==> config.mk <==
export PLATFORM = sky130hd
export DESIGN_NAME = alu5_top
export DESIGN_NICKNAME = d
export VERILOG_FILES = /design/src/rtl/alu5_pkg.sv /design/src/rtl/alu5_decode.sv /design/src/rtl/alu5_adder.sv /design/src/rtl/alu5_core.sv /design/src/rtl/alu5_top.sv
export SDC_FILE = /design/constraint.sdc
export NUM_CORES = 1
export LEC_CHECK = 0
export ABC_AREA = 1
export BUFFER_PORTS_ARGS = -buffer_cell sky130_fd_sc_hd__buf_4
export CORE_MARGIN = 3
export CORE_UTILIZATION = 48
export DETAILED_ROUTE_END_ITERATION = 8
export GPL_TIMING_DRIVEN = 0
export PLACE_DENSITY = 0.85
export SYNTH_ARGS = -nofsm -noshare
export SYNTH_HDL_FRONTEND = slang
export SYNTH_HIERARCHICAL = 1
export SYNTH_SLANG_ARGS = --single-unit
==> constraint.sdc <==
create_clock -name vclk -period 6.35
set_input_delay 0.635 -clock vclk [all_inputs]
set_output_delay 0.635 -clock vclk [all_outputs]
set_load 0.01 [all_outputs]
==> src/rtl/alu5_pkg.sv <==
package alu5_pkg;
   typedef enum logic [1:0] {
      SEL_AND   = 2'b00,
      SEL_OR    = 2'b01,
      SEL_ARITH = 2'b10,
      SEL_SLT   = 2'b11
   } res_sel_e;

   typedef struct packed {
      logic     neg;
      res_sel_e sel;
   } alu_ctl_t;

   localparam logic [5:0] FN_ADD = 6'h20;
   localparam logic [5:0] FN_SUB = 6'h22;
   localparam logic [5:0] FN_AND = 6'h24;
   localparam logic [5:0] FN_OR  = 6'h25;
   localparam logic [5:0] FN_SLT = 6'h2A;
endpackage

==> src/rtl/alu5_decode.sv <==
module alu5_decode
   import alu5_pkg::*;
#(
   parameter int FUNCT_W = 6
) (
   input  logic [1:0]         alu_op_i,
   input  logic [FUNCT_W-1:0] funct_i,
   output alu_ctl_t           ctl_o
);
   if (FUNCT_W != 6) begin : g_bad_funct
      $error("alu5_decode: FUNCT_W must be 6");
   end

   alu_ctl_t fn_ctl;

   always_comb begin
      unique case (funct_i)
         FN_SUB:  fn_ctl = '{neg: 1'b1, sel: SEL_ARITH};
         FN_AND:  fn_ctl = '{neg: 1'b0, sel: SEL_AND};
         FN_OR:   fn_ctl = '{neg: 1'b0, sel: SEL_OR};
         FN_SLT:  fn_ctl = '{neg: 1'b1, sel: SEL_SLT};
         default: fn_ctl = '{neg: 1'b0, sel: SEL_ARITH};
      endcase
   end

   always_comb begin
      if (alu_op_i[1])
         ctl_o = fn_ctl;
      else
         ctl_o = '{neg: alu_op_i[0], sel: SEL_ARITH};
   end

   always_comb begin

      neg_only_arith_chk: assert (!ctl_o.neg || ctl_o.sel == SEL_ARITH || ctl_o.sel == SEL_SLT)
         else $error("negate asserted with a logic select");

      class_sub_chk: assert (alu_op_i != 2'b01 || ctl_o.neg)
         else $error("subtract class without negate");
   end
endmodule

==> src/rtl/alu5_adder.sv <==
module alu5_adder #(
   parameter int WIDTH  = 8,
   parameter bit RIPPLE = 1'b1
) (
   input  logic [WIDTH-1:0] a_i,
   input  logic [WIDTH-1:0] b_i,
   input  logic             cin_i,
   output logic [WIDTH-1:0] sum_o,
   output logic             cout_o
);
   if (WIDTH < 2) begin : g_bad_width
      $error("alu5_adder: WIDTH must be at least 2");
   end

   if (RIPPLE) begin : g_ripple
      logic [WIDTH:0] carry;
      assign carry[0] = cin_i;
      for (genvar i = 0; i < WIDTH; i++) begin : g_bit
         assign sum_o[i]    = a_i[i] ^ b_i[i] ^ carry[i];
         assign carry[i+1]  = (a_i[i] & b_i[i]) | (carry[i] & (a_i[i] ^ b_i[i]));
      end
      assign cout_o = carry[WIDTH];
   end else begin : g_behav
      logic [WIDTH:0] wide;
      assign wide   = {1'b0, a_i} + {1'b0, b_i} + {{WIDTH{1'b0}}, cin_i};
      assign sum_o  = wide[WIDTH-1:0];
      assign cout_o = wide[WIDTH];
   end
endmodule

==> src/rtl/alu5_core.sv <==
module alu5_core
   import alu5_pkg::*;
#(
   parameter int WIDTH  = 8,
   parameter bit RIPPLE = 1'b1
) (
   input  logic [WIDTH-1:0] a_i,
   input  logic [WIDTH-1:0] b_i,
   input  alu_ctl_t         ctl_i,
   output logic [WIDTH-1:0] result_o
);
   localparam int MSB = WIDTH - 1;

   logic [WIDTH-1:0] b_eff;
   logic [WIDTH-1:0] sum;
   logic             cout_unused;
   logic             ovf;
   logic             less;

   assign b_eff = ctl_i.neg ? ~b_i : b_i;

   alu5_adder #(.WIDTH(WIDTH), .RIPPLE(RIPPLE)) u_add (
      .a_i   (a_i),
      .b_i   (b_eff),
      .cin_i (ctl_i.neg),
      .sum_o (sum),
      .cout_o(cout_unused)
   );

   assign ovf  = (a_i[MSB] == b_eff[MSB]) && (sum[MSB] != a_i[MSB]);
   assign less = sum[MSB] ^ ovf;

   always_comb begin
      unique case (ctl_i.sel)
         SEL_AND:   result_o = a_i & b_i;
         SEL_OR:    result_o = a_i | b_i;
         SEL_ARITH: result_o = sum;
         default:   result_o = {{(WIDTH-1){1'b0}}, less};
      endcase
   end

   always_comb begin

      and_subset_chk: assert (ctl_i.sel != SEL_AND || (result_o & ~a_i) == '0)
         else $error("AND result has bits outside A");

      or_superset_chk: assert (ctl_i.sel != SEL_OR || (a_i & ~result_o) == '0)
         else $error("OR result misses bits of A");

      slt_extend_chk: assert (ctl_i.sel != SEL_SLT || result_o[MSB:1] == '0)
         else $error("less-than result not zero-extended");
   end
endmodule

==> src/rtl/alu5_top.sv <==
module alu5_top
   import alu5_pkg::*;
#(
   parameter int WIDTH   = 8,
   parameter int FUNCT_W = 6,
   parameter bit RIPPLE  = 1'b1
) (
   input  logic [1:0]         alu_op_i,
   input  logic [FUNCT_W-1:0] funct_i,
   input  logic [WIDTH-1:0]   a_i,
   input  logic [WIDTH-1:0]   b_i,
   output logic [2:0]         ctl_o,
   output logic [WIDTH-1:0]   result_o,
   output logic               zero_o
);
   alu_ctl_t ctl;

   alu5_decode #(.FUNCT_W(FUNCT_W)) u_dec (
      .alu_op_i(alu_op_i),
      .funct_i (funct_i),
      .ctl_o   (ctl)
   );

   alu5_core #(.WIDTH(WIDTH), .RIPPLE(RIPPLE)) u_core (
      .a_i     (a_i),
      .b_i     (b_i),
      .ctl_i   (ctl),
      .result_o(result_o)
   );

   assign ctl_o  = ctl;
   assign zero_o = ~|result_o;

   always_comb begin

      equal_sub_zero_chk: assert (!(alu_op_i == 2'b01 && a_i == b_i) || zero_o)
         else $error("equal operands under subtract did not raise zero");
   end
endmodule

### Word-level counts from Yosys, hierarchy flattened

Index checks and enable logic that the tools add are counted.

* output and inout port bits: 12
* bits in registers: 0
* input bits: 24
* word-level logic and storage cells: 57

* equality and inequality tests: 8
* multiplexer cells: 4
* bitwise gates (word level): 41
* reductions and logical operators: 4

Operators with widths (number)
* 6-bit == test, second input constant: 4
* 8-bit one-hot mux with 3 select lines: 1
* 1-bit XOR: 17
* 1-bit bitwise AND: 14
* 3-bit one-hot mux with 4 select lines: 1
* 8-bit bitwise AND: 1
* 8-bit two-way mux: 1
* 8-bit inverter: 1
* 8-bit bitwise OR: 1
* 8-bit OR reduction: 1
* 1-bit bitwise OR: 7
* 3-bit two-way mux: 1
* 2-bit by 1-bit == test with 1-bit output, second input constant: 1
* 2-bit == test, second input constant: 1
* 2-bit logical NOT: 1
* 1-bit == test: 1
* 1-bit logical AND: 1
* 1-bit logical NOT: 1
* 1-bit inequality test: 1

### Depth between registers and ports, before layout

* depth in word-level cells: 26
* mapped depth: 28
* mapped depth without buffers: 27

### Cells and area by module

The synthesis kept the hierarchy.

By module, submodules not included
* alu5_core: area an instance 311.5 µm², times used 1, seq. area each 0.0 µm², cells each 61
* alu5_adder: area an instance 197.7 µm², times used 1, seq. area each 0.0 µm², cells each 18
* alu5_decode: area an instance 131.4 µm², times used 1, seq. area each 0.0 µm², cells each 29
* alu5_top: area an instance 26.3 µm², times used 1, seq. area each 0.0 µm², cells each 7

### Worst setup path before layout

No wires, ideal clock.

* path type: input -> output
* start: input funct_i[4]
* end: output zero_o
* path slack: 0.676 ns
* path buffers: 1
* arrival time: 5.039 ns
* cell stages on the path: 28
* cells stage by stage: inv_1 nand2_1 nor2_2 nand2_1 nand2_1 inv_2 nor2_2 buf_2 xor2_1 fa_1 inv_1 fa_1 inv_1 fa_1 fa_1 fa_1 fa_1 fa_1 inv_1 fa_1 inv_1 nor2_1 nor3_1 nand2_1 nand2_1 nor2_1 nand2_1 nor2_1

* cells in the longest elaborated chain, start to end: 26
* elaborated cells on any way between the ends: 54

RTL lines
* start, declared: RTL line alu5_top.sv:9 `input logic [FUNCT_W-1:0] funct_i,`
* 6-bit == test: RTL line alu5_decode.sv:17 `unique case (funct_i)`
* 3-bit one-hot mux with 4 select lines (*): RTL line alu5_decode.sv:17
* 3-bit two-way mux (*): RTL line alu5_decode.sv:27 `if (alu_op_i[1])`
* net ctl_o[2]: RTL line alu5_top.sv:12 `output logic [2:0] ctl_o,`
* 8-bit two-way mux (*): RTL line alu5_core.sv:20 `assign b_eff = ctl_i.neg ? ~b_i : b_i;`
* net u_core.b_eff[0]: RTL line alu5_core.sv:14 `logic [WIDTH-1:0] b_eff;`
* 1-bit XOR: RTL line alu5_adder.sv:20 `assign carry[i+1] = (a_i[i] & b_i[i]) | (carry[i] & (a_i[i] ^ b_i[i]));`
* 1-bit bitwise AND: RTL line alu5_adder.sv:20
* (+14 left out)
* net u_core.sum[7]: RTL line alu5_core.sv:15 `logic [WIDTH-1:0] sum;`
* 1-bit inequality test: RTL line alu5_core.sv:30 `assign ovf = (a_i[MSB] == b_eff[MSB]) && (sum[MSB] != a_i[MSB]);`
* 1-bit logical AND: RTL line alu5_core.sv:30
* 1-bit XOR (*): RTL line alu5_core.sv:31 `assign less = sum[MSB] ^ ovf;`
* 8-bit one-hot mux with 3 select lines (*): RTL line alu5_core.sv:34 `unique case (ctl_i.sel)`
* net result_o[0]: RTL line alu5_top.sv:13 `output logic [WIDTH-1:0] result_o,`
* 8-bit OR reduction (*): RTL line alu5_top.sv:32 `assign zero_o = ~|result_o;`
* 1-bit logical NOT (*): RTL line alu5_top.sv:32
* end, declared: RTL line alu5_top.sv:14 `output logic zero_o`

The timed path passes the listed nets; every way through them passes the cells marked *.

### Worst setup path in the final report

* start: input funct_i[4]
* end: output zero_o

* cells in the longest elaborated chain, start to end: 26
* elaborated cells on any way between the ends: 54

RTL lines
* 6-bit == test: RTL line alu5_decode.sv:17
* 3-bit one-hot mux with 4 select lines (*): RTL line alu5_decode.sv:17
* 3-bit two-way mux (*): RTL line alu5_decode.sv:27
* 8-bit two-way mux (*): RTL line alu5_core.sv:20
* net u_core.b_eff[0]: RTL line alu5_core.sv:14
* 1-bit XOR: RTL line alu5_adder.sv:20
* 1-bit bitwise AND: RTL line alu5_adder.sv:20
* 1-bit bitwise OR (*): RTL line alu5_adder.sv:20
* (+12 left out)
* 1-bit XOR (*): RTL line alu5_adder.sv:19 `assign sum_o[i] = a_i[i] ^ b_i[i] ^ carry[i];`
* net u_core.sum[7]: RTL line alu5_core.sv:15
* 1-bit inequality test: RTL line alu5_core.sv:30
* 1-bit logical AND: RTL line alu5_core.sv:30
* 1-bit XOR: RTL line alu5_core.sv:31
* 8-bit one-hot mux with 3 select lines (*): RTL line alu5_core.sv:34
* 8-bit OR reduction (*): RTL line alu5_top.sv:32
* 1-bit logical NOT (*): RTL line alu5_top.sv:32

Marked as above.

==> metrics.txt <==
# TYPE chip_impl_metric gauge
chip_impl_info{name="run_status",value="completed"} 1
chip_impl_metric{name="tightestPinTransition",unit="ns"} 0.562
chip_impl_info{name="worst_setup_path_startpoint",value="funct_i[4]"} 1
chip_impl_metric{name="antenna_violations_before_repair",unit=""} 0
chip_impl_metric{name="vias_in_the_first_global_route",unit=""} 774
chip_impl_metric{name="final.setup.tns",unit="ns"} 0
chip_impl_metric{name="power.total",unit="W"} 0.000118
chip_impl_metric{name="starting_density_of_the_core",unit="%"} 55.2
chip_impl_metric{name="clock_buffers",unit=""} 0
chip_impl_metric{name="drcViolationCount",unit=""} 0
chip_impl_info{name="rsz0062_at_grt",value="no"} 1
chip_impl_metric{name="core.rowCount",unit=""} 12
chip_impl_metric{name="postSynthAreaPerCell",unit="µm²"} 5.82
chip_impl_metric{name="cp.depth",unit=""} 30
chip_impl_metric{name="number_of_slew_limit_violations_in_the_final_report",unit=""} 0
chip_impl_metric{name="clock_power_share",unit="%"} 0
chip_impl_metric{name="overflow",unit=""} 0
chip_impl_metric{name="final_util",unit="%"} 79.4
chip_impl_metric{name="p_per_area",unit="nW/µm²"} 124
chip_impl_metric{name="global_route_wire_length_before_repair",unit="mm"} 3.11
chip_impl_info{name="hold_wc_path_type",value="input pin to primary output"} 1
chip_impl_metric{name="max_cap_violations",unit=""} 0
chip_impl_metric{name="cp_max_fo",unit=""} 9
chip_impl_metric{name="crit_required",unit="ns"} 5.71
chip_impl_metric{name="power.leakage",unit="nW"} 0.544
chip_impl_info{name="busiest_layer_in_global_routing",value="met2"} 1
chip_impl_metric{name="dr.first_iter.drc_count",unit=""} 10
chip_impl_metric{name="gpl.final_weighted_congestion",unit=""} 0.757
chip_impl_info{name="critical-path-top-delay-family",value="adder cells"} 1
chip_impl_metric{name="share_comb_of_total_power",unit="%"} 100.0
chip_impl_metric{name="final_period_util",unit="%"} 95.2
chip_impl_metric{name="total_die_area",unit="µm²"} 1860
chip_impl_metric{name="worst_hold_check_slack",unit="ns"} 1.64
chip_impl_metric{name="grt_use_met1",unit="%"} 25.3
chip_impl_metric{name="gr-usage-met2",unit="%"} 40.7
chip_impl_metric{name="fmax",unit="GHz"} 0.165
chip_impl_metric{name="setup_viol",unit=""} 0
chip_impl_info{name="cp_slowest_cell",value="fa_1"} 1
chip_impl_metric{name="net_switching_share_of_the_total_power",unit="%"} 52.2
chip_impl_metric{name="relSlewSlack",unit="%"} 62.4
chip_impl_info{name="most_common_cell_after_layout_fill_and_taps_aside",value="buf_4"} 1
chip_impl_info{name="worst_path_most_repeated_cell",value="fa_1"} 1
chip_impl_metric{name="dieWidth",unit="µm"} 43.2
chip_impl_metric{name="num-fill-cells",unit=""} 99
chip_impl_info{name="worstSetupEndpointType",value="primary output"} 1
chip_impl_metric{name="synthesis.yosys.warnings",unit=""} 6
chip_impl_metric{name="irDropWorstVdd",unit="mV"} 0.0900
chip_impl_metric{name="cp.arrival",unit="ns"} 5.41
chip_impl_info{name="layout_common_cells",value="37 x buf_4, 26 x nand2_1, 19 x inv_1, 19 x nand3_1, 14 x nor2_1"} 1
chip_impl_metric{name="hpwl",unit="mm"} 1.64
chip_impl_metric{name="sequential_cell_area",unit="µm²"} 0
chip_impl_metric{name="antenna_violating_nets_post_route",unit=""} 0
chip_impl_metric{name="dr.pass1.iters",unit=""} 4
chip_impl_metric{name="fp.coreArea",unit="µm²"} 1200
chip_impl_metric{name="layout_cell_share_with_drive_strength_beyond_1",unit="%"} 31.3
chip_impl_info{name="worstHoldStart",value="a_i[1]"} 1
chip_impl_metric{name="numSequentialCells",unit=""} 0
chip_impl_metric{name="wl_per_cell",unit="µm"} 11.4
chip_impl_metric{name="met3_grt_util",unit="%"} 0
chip_impl_metric{name="postSynthNetCount",unit=""} 146
chip_impl_metric{name="io-pin-count",unit=""} 36
chip_impl_metric{name="total_switching_power",unit="W"} 0.0000618
chip_impl_metric{name="port_buffers",unit=""} 36
chip_impl_metric{name="internal_power",unit="W"} 0.0000566
chip_impl_metric{name="area_growth_syn_to_layout",unit="%"} 43.8
chip_impl_metric{name="finalHoldViolations",unit=""} 0
chip_impl_metric{name="pin_count_of_the_biggest_net_entering_global_routing",unit=""} 10
chip_impl_metric{name="path_buf_inv",unit=""} 9
chip_impl_metric{name="share_seq_of_total_power",unit="%"} 0
chip_impl_metric{name="routed_wirelength",unit="mm"} 1.87
chip_impl_metric{name="synthCells",unit=""} 114
chip_impl_metric{name="grtUsageTotal",unit="%"} 20.7
chip_impl_metric{name="die_span_in_y",unit="µm"} 43.2
chip_impl_metric{name="hold-path-cell-count",unit=""} 4
chip_impl_info{name="setup.worst_path.start_class",value="input pin"} 1
chip_impl_metric{name="synth.cell_area",unit="µm²"} 663
chip_impl_metric{name="fin_nets",unit=""} 184
chip_impl_metric{name="vias",unit=""} 804
chip_impl_metric{name="antenna_cell_count",unit=""} 0
chip_impl_metric{name="routed_via_density",unit=""} 4.90
chip_impl_metric{name="finalWorstPathRequiredPeriod",unit="ns"} 6.05
chip_impl_info{name="crit_type",value="input pin to primary output"} 1
chip_impl_metric{name="crit_path_max_incr_delay",unit="ns"} 0.41
==> area by class of cell <==
type | instances | area [µm²] | share of cell area [%]
buffer | 1 | 7.51 | 0.787
inverter | 22 | 82.6 | 8.66
multi-input combinational | 91 | 576 | 60.4
tap | 14 | 17.5 | 1.84
timing repair buffer | 36 | 270 | 28.3
==> per-layer routing <==
| metal | vias up | share of wire, % |
|---|---|---|
| met1 | 359 | 40 |
| met2 | 20 | 56 |
| met3 | 2 | 2.9 |
| li1 | 423 | - |
| met4 | 0 | 1.2 |
| met5 | - | 0 |
==> per-stage QoR <==
step	std cells	setup WS [ns]	area, µm²
after floorplan	114	0.676	663
after global placement	164	0.316	951
after detailed placement	164	0.205	951
after CTS	164	0.205	951
after global routing	164	0.0253	953
final	164	0.303	953
==> power groups by stage <==
stage / logic [W] / clock network (W) / registers (W)
global placement: 0.000114 / 0 / 0
CTS: 0.000119 / 0 / 0
floorplan: 0.0000646 / 0 / 0
detailed placement: 0.000118 / 0 / 0
finish: 0.000118 / 0 / 0
global route: 0.000133 / 0 / 0
==> repair_timing <==
item,in CTS,in global routing
endpoints found under the hold margin,0,0
gates resized for setup,0,2
buffers inserted,0,0
setup endpoints to repair,0,1
hold buffers,0,0
==> worst paths after layout <==
| path | slack, ns | to |
|---|---|---|
| setup / recovery | 0.30 | zero_o |
| hold / removal | 1.64 | result_o[1] |
No activity file was read; power rests on OpenSTA's default activity.
